--- src/rtl/rc6_rx.sv ---
module rc6_rx #(
  parameter int HALF_CLKS = 444,
  parameter int DATA_W    = 32
) (
  input  logic                         clk,
  input  logic                         rst_n,
  input  logic                         ir_in,
  input  logic [1:0]                   pol_sel,
  output logic                         rx_valid,
  output logic                         rx_err,
  output logic [2:0]                   rx_mode,
  output logic                         rx_toggle,
  output logic [15:0]                  rx_addr,
  output logic                         rx_addr_long,
  output logic [DATA_W-1:0]            rx_data,
  output logic [$clog2(DATA_W+1)-1:0]  rx_data_bits,
  output logic [6:0]                   rx_frame_bits
);
  localparam int CW  = $clog2(HALF_CLKS);
  localparam int DBW = $clog2(DATA_W+1);
  localparam logic [CW-1:0] LAST_SUB = CW'(HALF_CLKS - 1);
  localparam logic [CW:0]   HALF_V   = (CW+1)'(HALF_CLKS);

  typedef enum logic [1:0] {S_IDLE, S_DATA, S_FIN} st_t;

  logic [2:0] sync;
  logic [CW-1:0] sub;
  logic [2:0] units;
  st_t st;
  logic act, prev_raw, plev, first, w_tog, w_long;
  logic [3:0] prev_n;
  logic [1:0] pend, ucnt;
  logic [6:0] bidx;
  logic [2:0] w_mode;
  logic [15:0] w_addr;
  logic [DATA_W-1:0] w_data;
  logic [DBW-1:0] w_dbits;

  wire edge_det = sync[1] ^ sync[2];
  wire tick     = (sub == LAST_SUB);
  wire [3:0] n_units = {1'b0, units} + {3'b0, ({sub, 1'b0} >= HALF_V)};
  wire timeout  = tick && (units == 3'd5);
  wire lvl_now  = (sync[2] == act);
  wire pol_ok   = (pol_sel == 2'b01) ? prev_raw :
                  (pol_sel == 2'b10) ? !prev_raw : 1'b1;
  wire leader   = (prev_n == 4'd6) && (n_units == 4'd2) && pol_ok;

  wire [1:0] half_u  = (bidx == 7'd5) ? 2'd2 : 2'd1;
  wire [1:0] last_u  = (bidx == 7'd5) ? 2'd3 : 2'd1;
  wire exp_lv        = (ucnt < half_u) ? first : !first;
  wire bad_half      = (ucnt != 2'd0) && (plev != exp_lv);
  wire is_addr       = (bidx < 7'd14) || (w_long && (bidx < 7'd22));
  wire frame_ok      = (ucnt == 2'd0) &&
                       (((w_mode == 3'd0) && (bidx == 7'd22)) ||
                        ((w_mode == 3'd6) && (w_dbits != '0)));

  always_ff @(posedge clk or negedge rst_n) begin
    if (!rst_n) begin
      sync  <= '0;
      sub   <= '0;
      units <= 3'd7;
    end else begin
      sync <= {sync[1:0], ir_in};
      if (edge_det) begin
        sub   <= CW'(1);
        units <= 3'd0;
      end else if (tick) begin
        sub   <= '0;
        units <= (units == 3'd7) ? units : units + 3'd1;
      end else begin
        sub <= sub + CW'(1);
      end
    end
  end

  always_ff @(posedge clk or negedge rst_n) begin
    if (!rst_n) begin
      st <= S_IDLE; act <= 1'b1; prev_raw <= 1'b0; prev_n <= '0;
      pend <= '0; plev <= 1'b0; ucnt <= '0; first <= 1'b0; bidx <= '0;
      w_mode <= '0; w_tog <= 1'b0; w_addr <= '0; w_long <= 1'b0;
      w_data <= '0; w_dbits <= '0;
      rx_valid <= 1'b0; rx_err <= 1'b0; rx_mode <= '0; rx_toggle <= 1'b0;
      rx_addr <= '0; rx_addr_long <= 1'b0; rx_data <= '0;
      rx_data_bits <= '0; rx_frame_bits <= '0;
    end else begin
      rx_valid <= 1'b0;
      rx_err   <= 1'b0;
      if (edge_det) begin
        prev_n   <= n_units;
        prev_raw <= sync[2];
      end
      if (st == S_IDLE) begin
        if (edge_det && leader) begin
          st <= S_DATA; act <= prev_raw; pend <= '0; ucnt <= '0;
          bidx <= 7'd1; w_mode <= '0; w_tog <= 1'b0; w_addr <= '0;
          w_long <= 1'b0; w_data <= '0; w_dbits <= '0;
        end
      end else if (st == S_DATA && edge_det) begin
        if (n_units == 4'd0 || n_units > 4'd3) begin
          rx_err <= 1'b1; st <= S_IDLE;
        end else begin
          pend <= n_units[1:0];
          plev <= lvl_now;
        end
      end else if (pend != 2'd0) begin
        pend <= pend - 2'd1;
        if (bad_half) begin
          rx_err <= 1'b1; st <= S_IDLE; pend <= '0;
        end else if (ucnt == last_u) begin
          ucnt <= '0;
          bidx <= bidx + 7'd1;
          if (bidx == 7'd1) begin
            if (!first) begin rx_err <= 1'b1; st <= S_IDLE; pend <= '0; end
          end else if (bidx < 7'd5) begin
            w_mode <= {w_mode[1:0], first};
          end else if (bidx == 7'd5) begin
            w_tog <= first;
          end else if (is_addr) begin
            if (bidx == 7'd6) w_long <= (w_mode == 3'd6) && first;
            w_addr <= {w_addr[14:0], first};
          end else if (w_dbits == DBW'(DATA_W)) begin
            rx_err <= 1'b1; st <= S_IDLE; pend <= '0;
          end else begin
            w_data  <= {w_data[DATA_W-2:0], first};
            w_dbits <= w_dbits + DBW'(1);
          end
        end else begin
          if (ucnt == 2'd0) first <= plev;
          ucnt <= ucnt + 2'd1;
        end
      end else if (st == S_DATA && timeout) begin
        st <= S_FIN;
        if (ucnt != 2'd0) begin pend <= 2'd1; plev <= 1'b0; end
      end else if (st == S_FIN) begin
        st <= S_IDLE;
        if (frame_ok) begin
          rx_valid <= 1'b1; rx_mode <= w_mode; rx_toggle <= w_tog;
          rx_addr <= w_addr; rx_addr_long <= w_long; rx_data <= w_data;
          rx_data_bits <= w_dbits; rx_frame_bits <= bidx;
        end else begin
          rx_err <= 1'b1;
        end
      end
    end
  end

  AST_ONE_OUTCOME: assert property (@(posedge clk) disable iff (!rst_n)
    !(rx_valid && rx_err));
  AST_SINGLE_PULSE: assert property (@(posedge clk) disable iff (!rst_n)
    rx_valid |=> !rx_valid);
  AST_QUIET_END: assert property (@(posedge clk) disable iff (!rst_n)
    rx_valid |-> (units >= 3'd6));
  AST_MODE0_LEN: assert property (@(posedge clk) disable iff (!rst_n)
    (rx_valid && rx_mode == 3'd0) |-> (rx_frame_bits == 7'd22));
  AST_LONG_MODE6: assert property (@(posedge clk) disable iff (!rst_n)
    (rx_valid && rx_addr_long) |-> (rx_mode == 3'd6));
  AST_DATA_CAP: assert property (@(posedge clk) disable iff (!rst_n)
    rx_valid |-> (rx_data_bits <= DBW'(DATA_W)));
  AST_GOOD_MODE: assert property (@(posedge clk) disable iff (!rst_n)
    rx_valid |-> (rx_mode == 3'd0 || rx_mode == 3'd6));
endmodule

--- config.mk ---
export PLATFORM = sky130hd
export DESIGN_NAME = rc6_rx
export DESIGN_NICKNAME = d
export VERILOG_FILES = /design/src/rtl/rc6_rx.sv
export SDC_FILE = /design/constraint.sdc
export NUM_CORES = 1
export LEC_CHECK = 0
export BUFFER_PORTS_ARGS = -buffer_cell sky130_fd_sc_hd__buf_2
export CAP_MARGIN = 20
export CORE_MARGIN = 2
export CORE_UTILIZATION = 55
export DETAILED_ROUTE_END_ITERATION = 10
export PLACE_DENSITY = 0.86
export SLEW_MARGIN = 20
export SYNTH_ARGS = -nofsm -noshare
export SYNTH_HDL_FRONTEND = slang
export SYNTH_SLANG_ARGS = --single-unit
export TNS_END_PERCENT = 10
--- constraint.sdc ---
create_clock -name clk -period 8.85 [get_ports clk]
set_input_delay 1.77 -clock clk [delete_from_list [all_inputs] [get_ports clk]]
set_output_delay 1.77 -clock clk [all_outputs]
set_load 0.1 [all_outputs]
==> results of run 1 <==
[routing by layer]
metal | vias up | wire, um
li1 | 2363 | -
met4 | 0 | 430
met2 | 227 | 7771
met3 | 51 | 915
met1 | 2618 | 6480
met5 | - | 0
[worst reg2reg max path: stages, from the launching register on]
cell and delay [ns]:
dfrtp_1 0.50, nor4_4 0.43, nand3_1 0.19, ha_1 0.37, nand2_1 0.16, nor3_2 0.55
nand2_2 0.57, or4_1 0.66, a21oi_1 0.16
[cell families (layout without fill, tap and decap cells)]
| family | count (synthesis) | after routing | share of synthesized area [%] |
|---|---|---|---|
| fa+ha+maj | 15 | 15 | 2.622 |
| flops | 163 | 163 | 57.06 |
| mux | 72 | 72 | 11.26 |
| buf+inv | 49 | 124 | 3.234 |
| xor+xnor | 19 | 19 | 2.430 |
| simple gates | 281 | 281 | 18.41 |
| compound gates | 53 | 53 | 4.983 |
[final cells by class]
cell class / instances / area, sq um
multi-input combinational: 440 / 2856
clock inverter: 10 / 122.6
timing repair buffer: 75 / 405.4
sequential: 163 / 4084
fill: 939 / 4459
clock buffer: 22 / 464.2
tap: 172 / 215.2
inverter: 17 / 63.81
[worst max path at each step]
stage	start	end	slack, ns	cells after the start
CTS	bidx[4]$_DFFE_PN0P_	w_dbits[5]$_DFFE_PN0P_	4.89	8
global route	bidx[4]$_DFFE_PN0P_	w_dbits[5]$_DFFE_PN0P_	5.00	8
global placement	bidx[4]$_DFFE_PN0P_	w_dbits[5]$_DFFE_PN0P_	5.12	8
floorplan	pol_sel[0]	w_long$_DFFE_PN0P_	5.86	7
finish	bidx[4]$_DFFE_PN0P_	w_dbits[5]$_DFFE_PN0P_	5.20	8
detailed placement	bidx[4]$_DFFE_PN0P_	w_dbits[5]$_DFFE_PN0P_	4.96	8
[power by group through the flow]
stage	Combinational [uW]	Clock (uW)	Sequential (uW)
after floorplan	13.7	0	768
after global placement	29.9	0	769
after detailed placement	31.7	0	769
after CTS	31.9	741	756
after global routing	35.7	769	757
final	30.7	732	756
[synth_stat cells (all sizes together) (2+ instances only)]
| master | instances | area (sq um) |
|---|---|---|
| dfrtp | 159 | 3979 |
| nand2 | 125 | 469.2 |
| nand3 | 70 | 350.3 |
| mux2 | 68 | 765.7 |
| nor2 | 38 | 142.6 |
| buf | 19 | 117.6 |
| o21ai | 18 | 90.09 |
| inv | 17 | 63.81 |
| ha | 15 | 187.7 |
| clkbuf | 13 | 50.04 |
| xor2 | 10 | 87.58 |
| a21oi | 9 | 45.04 |
| nor3 | 9 | 55.05 |
| xnor2 | 9 | 86.34 |
| dfstp | 4 | 105.1 |
| mux2i | 4 | 40.04 |
| nand4 | 4 | 25.02 |
| nor4 | 4 | 46.29 |
| or3 | 4 | 25.02 |
| or4 | 4 | 30.03 |
| a21o | 3 | 22.52 |
| and2 | 3 | 18.77 |
| and3 | 3 | 18.77 |
| nand2b | 3 | 18.77 |
| nand3b | 3 | 22.52 |
| o31ai | 3 | 27.52 |
| a2111oi | 2 | 18.77 |
| a22o | 2 | 17.52 |
| nand4b | 2 | 17.52 |
| nor2b | 2 | 12.51 |
| nor4b | 2 | 23.77 |
| o21bai | 2 | 15.01 |
| o31a | 2 | 17.52 |
| o41ai | 2 | 17.52 |
| or2 | 2 | 12.51 |
[sequential cells by signal, summed over array words and instances (netlist names), 4 cells and up]
register	cells
sub	9
rx_data_bits	6
rx_addr	16
w_dbits	6
prev_n	4
w_addr	16
rx_data	32
bidx	7
w_data	32
rx_frame_bits	7
[through the flow]
stage	hold slack, ns	power [uW]	std cells
2_1_floorplan	0.3312	781.5	652
3_3_place_gp	0.3325	798.7	866
3_5_place_dp	0.3434	801.2	866
4_1_cts	0.3566	1529	898
5_1_grt	0.3678	1562	899
6_report	0.3540	1519	899
==> impl_metrics.tcl, run 1 <==
set metrics [dict create \
    ctsHtreeMaxLevel 4 \
    dieHeight_um 118.1 \
    cp_max_fo 39 \
    path_class "flip-flop to flip-flop" \
    path_cells "nor4_4 -> nand3_1 -> ha_1 -> nand2_1 -> nor3_2 -> nand2_2 -> or4_1 -> a21oi_1" \
    viasPerCell 5.850 \
    end_kind "flip-flop" \
    grt_use_met2_pct 38.08 \
    max_stage_delay_ns 0.66 \
    drt_first_pass_iters 6 \
    portBuffers 72 \
    final_nets 734 \
    period_minus_slack_ns 3.651 \
    antennaDiodeCount 0 \
    wirelength_um 15600 \
    design_area_sq_mm 0.008212 \
    cts-root-buf "clkbuf_16" \
    r2r_slack_ns 5.20 \
    synth_cell_types 58 \
    cts.path.max_buffers 2 \
    grtUsageTotal_pct 23.08 \
    pre_cts_ws_ns 4.958 \
    worst_slack_ns 5.199 \
    layout_common_cells "159 x dfrtp_1, 123 x nand2_1, 71 x buf_2" \
    drc_errors 0 \
    met3_usage_pct 5.814 \
    syn-cell-area_sq_mm 0.007157 \
    routabilityCongestion 0.9645 \
    finalSetupViolCount 0 \
    grt_use_met1_pct 29.22 \
    drt_iter0_drc 641 \
    cts.sink_count 163 \
    hold_viol_final 0 \
    hold_depth 0 \
    tns_ns 0 \
    postPlaceCellArea_sq_mm 0.007597 \
    status "completed" \
    grt_max_degree 86 \
    cts_buffers 17 \
    power.density_mw_per_mm2 185.0 \
    synthFlopType "dfrtp_1" \
    ctsHoldBuffers 0 \
    ir_worst_vdd_v 0.0001037 \
    hold_path.class "flip-flop to flip-flop" \
    overflow 0 \
    ys_seq_elements 163 \
    postCtsSetupBuffers 0 \
    combinationalPowerShare_pct 2.0 \
    switching_power_uw 327.9 \
    synth_enable_flop_cells 0 \
    netlist_instances 652 \
    maxCapViolations 0 \
    syn_to_final_growth_pct 14.74 \
    row_count 41 \
    worst_slew_pin_slew_ns 1.068 \
    fmax_mhz 273.9 \
    num_vias 5259 \
    clk_pin_slew_worst_paths_ns 0.07 \
    core_area_sq_mm 0.01267 \
    worstSkewPairLatency_ns 0.43 \
    ys_warn_count 0 \
    synth_seq_area_share_pct 57.06 \
    initial_core_util_pct 56.48 \
    holdCritStartpoint "sync[0]$_DFF_PN0_" \
    clkPwrFrac_pct 48.2 \
    busiest_layer "met2" \
    place_hpwl_um 9794 \
    min_period_over_period_pct 41.25 \
    power.leakage_uw 0.003997 \
    syn_nets 672 \
    fp.dieArea_sq_mm 0.01394 \
    worst-path-buf-inv 0 \
    fin_worst_skew_ns 0.01431 \
    utilization_pct 64.81 \
    r2r-start "bidx[4]$_DFFE_PN0P_" \
    cts_tree "done" \
    swShare_pct 21.59 \
    slowest_stage "or4_1" \
    crit_arrival_ns 4.00 \
    intPower_uw 1191 \
    startpoint_type "flip-flop" \
    final_layout_size_suffix_gt1_share_pct 26.13 \
    cts_resized 0 \
    grt_pass1_wl_um 25690 \
    critPathTopFamily "simple AND/OR/NAND/NOR gates" \
    die_x_um 118.1 \
    timing.rr.end "w_dbits[5]$_DFFE_PN0P_" \
    wl_per_cell_um 17.35 \
    slew_headroom_pct 28.44 \
    first_global_vias 5171 \
    power_frac_seq_pct 49.8 \
    io_pins 73 \
    antenna_found_initial 0 \
    synthArstFlopShare_pct 100.0 \
    synth_area_per_cell_sq_um 10.98 \
    mostFrequentLayoutCell "dfrtp_1" \
    hold_end "sync[1]$_DFF_PN0_" \
    slew_violations 0 \
    rr_worst_depth 8 \
    ant_nets 0 \
    critPathRequiredTime_ns 9.20 \
    rsz0062_at_grt "false" \
]
Note: power is estimated with default switching activity, not from simulation.
==> inputs of run 2 (changes only) <==
Settings changed: CORE_UTILIZATION 55 to 53, PLACE_DENSITY 0.86 to 0.87.
Clock period 8.85 ns to 3.2 ns, I/O delays scaled along.
==> run 2 against run 1 <==
Net effect: worst hold slack got worse by 0.094 ns; sequential share of layout area shrank 1.1 points; utilization is 1.1 points lower; first-iteration DRC count fell by 18%; maximum frequency grew 21%; combinational power rose to 3.0 times the previous value; die area increased by 3.6%; clock-buffer cell count down 3; sequential cell count stayed put; total power grew to 2.7 times the previous value; final area is 2.3% higher; largest cell class unchanged; largest power group unchanged; highest routed layer unchanged.
==> impl_metrics.tcl, run 2 (synthesis results as in run 1) <==
set metrics [dict create \
    worst_slew_pin_slew_ns 0.8584 \
    ir_worst_vdd_v 0.0003704 \
    slew_violations 0 \
    dp.cells 887 \
    max_stage_delay_ns 0.38 \
    io_pins 73 \
    routabilityCongestion 0.8651 \
    cts.path.max_buffers 2 \
    slowest_stage "dfrtp_1" \
    top_regs "rx_data x32, w_data x32" \
    hold_viol_final 0 \
    grtUsageTotal_pct 22.65 \
    totalPowerFinal_uw 4165 \
    pre_cts_ws_ns 0.1081 \
    worstSkewPairLatency_ns 0.42 \
    antenna_found_initial 0 \
    finalSetupViolCount 0 \
    antennaDiodeCount 0 \
    grt_max_degree 81 \
    fin_worst_skew_ns 0.007845 \
    worst-path-buf-inv 2 \
    power.density_mw_per_mm2 496.1 \
    crit_arrival_ns 3.32 \
    cp_max_fo 55 \
    initial_core_util_pct 54.26 \
    cts_buffers 17 \
    syn_to_final_growth_pct 17.33 \
    worst_slack_ns 0.1816 \
    place_hpwl_um 9642 \
    drt_iter0_drc 527 \
    viasPerCell 5.656 \
    cts-root-buf "clkbuf_16" \
    mostFrequentLayoutCell "dfrtp_1" \
    wl_per_cell_um 16.72 \
    period_minus_slack_ns 3.018 \
    ant_nets 0 \
    cts.sink_count 163 \
    layout_common_cells "159 x dfrtp_1, 124 x nand2_1, 71 x buf_2" \
    critPathTopFamily "compound AO/OA/AOI/OAI gates" \
    path_cells "inv_1 -> ha_1 -> nor2_1 -> o21bai_1 -> a31o_2 -> ha_2 -> ha_4 -> nor4bb_2 -> nand4b_1 -> o31ai_4 -> nand2_2 -> buf_12 -> nand3_1 -> o21ai_0" \
    min_period_over_period_pct 94.33 \
    drt_first_pass_iters 5 \
    hold_path.class "input pin to asynchronous set/reset pin" \
    startpoint_type "flip-flop" \
    first_global_vias 5119 \
    die_x_um 120.2 \
    cts_tree "done" \
    fp.dieArea_sq_mm 0.01445 \
    final_nets 752 \
    fmax_mhz 331.3 \
    power.leakage_uw 0.004086 \
    core_area_sq_mm 0.01319 \
    maxCapViolations 0 \
    row_count 42 \
    num_vias 5198 \
    path_class "flip-flop to flip-flop" \
    grt_pass1_wl_um 25520 \
    clk_pin_slew_worst_paths_ns 0.06 \
    critPathRequiredTime_ns 3.50 \
    wirelength_um 15360 \
    instances_no_fill 919 \
    overflow 0 \
    status "completed" \
    slew_headroom_pct 41.29 \
    final_layout_size_suffix_gt1_share_pct 28.26 \
    dieHeight_um 120.2 \
    drc_errors 0 \
    ctsHtreeMaxLevel 4 \
    portBuffers 72 \
    end_kind "flip-flop" \
]
==> run 2: cell count changes in the layout (fill, tap and decap cells not counted), sizes merged <==
cell,change
inv,+1
buf,+18
clkinv,+1
clkinvlp,-1
clkbuf,-3
==> run 2: stage by stage <==
stage               cell area (sq um)  utilization [%]  hold WS, ns  TNS [ns]
finish                           8397            63.66       0.2599         0
global route                     8397            63.66       0.3211  -0.06970
CTS                              8349            63.30       0.2823         0
detailed placement               7780            58.98       0.3347         0
global placement                 7780            58.98       0.3368         0
floorplan                        7157                -       0.3312         0
==> run 2: final timing paths <==
check,cells after the start,from,end,slack (ns)
max,14,sub[0]$_DFF_PN0_,w_data[0]$_DFFE_PN0P_,0.18
min,1,rst_n,prev_n[3]$_DFFE_PN0N_,0.26
max reg2reg,14,sub[0]$_DFF_PN0_,w_data[0]$_DFFE_PN0P_,0.18
min reg2reg,0,sync[0]$_DFF_PN0_,sync[1]$_DFF_PN0_,0.34
max in group asynchronous,2,rst_n,w_data[20]$_DFFE_PN0P_,2.15
min in group clk,1,ir_in,sync[0]$_DFF_PN0_,0.32
==> run 2: area by class of cell <==
| class | count | area [sq um] |
|---|---|---|
| fillers | 967 | 4793 |
| clock inverters | 11 | 126.4 |
| flip-flops and latches | 163 | 4084 |
| multi-input cells | 440 | 2885 |
| repair buffers | 93 | 574.3 |
| well taps | 176 | 220.2 |
| clock buffers | 19 | 442.9 |
| inverters | 17 | 63.81 |
==> run 2: timing repair <==
action | 4_1_cts | 5_1_grt
hold buffers | 0 | 0
setup endpoints to repair | 0 | 67
setup buffers | 0 | 2
resized for setup | 0 | 6
==> run 2: routing by layer <==
layer	wire length [um]	share of wire, %	vias to the layer above	global-route usage [%]
met5	0	0	-	0
met2	7400	48	165	35.51
met3	828	5.4	35	5.472
met4	393	2.6	0	10.22
li1	-	-	2392	-
met1	6740	44	2606	30.13
==> run 2: power by group <==
group	internal (uW)	switching, uW	total, uW	leakage, uW
logic	26.6	65.9	92.5	0.00190
clock network	1170	816	1980	0.000280
registers	2070	16.8	2090	0.00190
total	3270	899	4170	0.00409
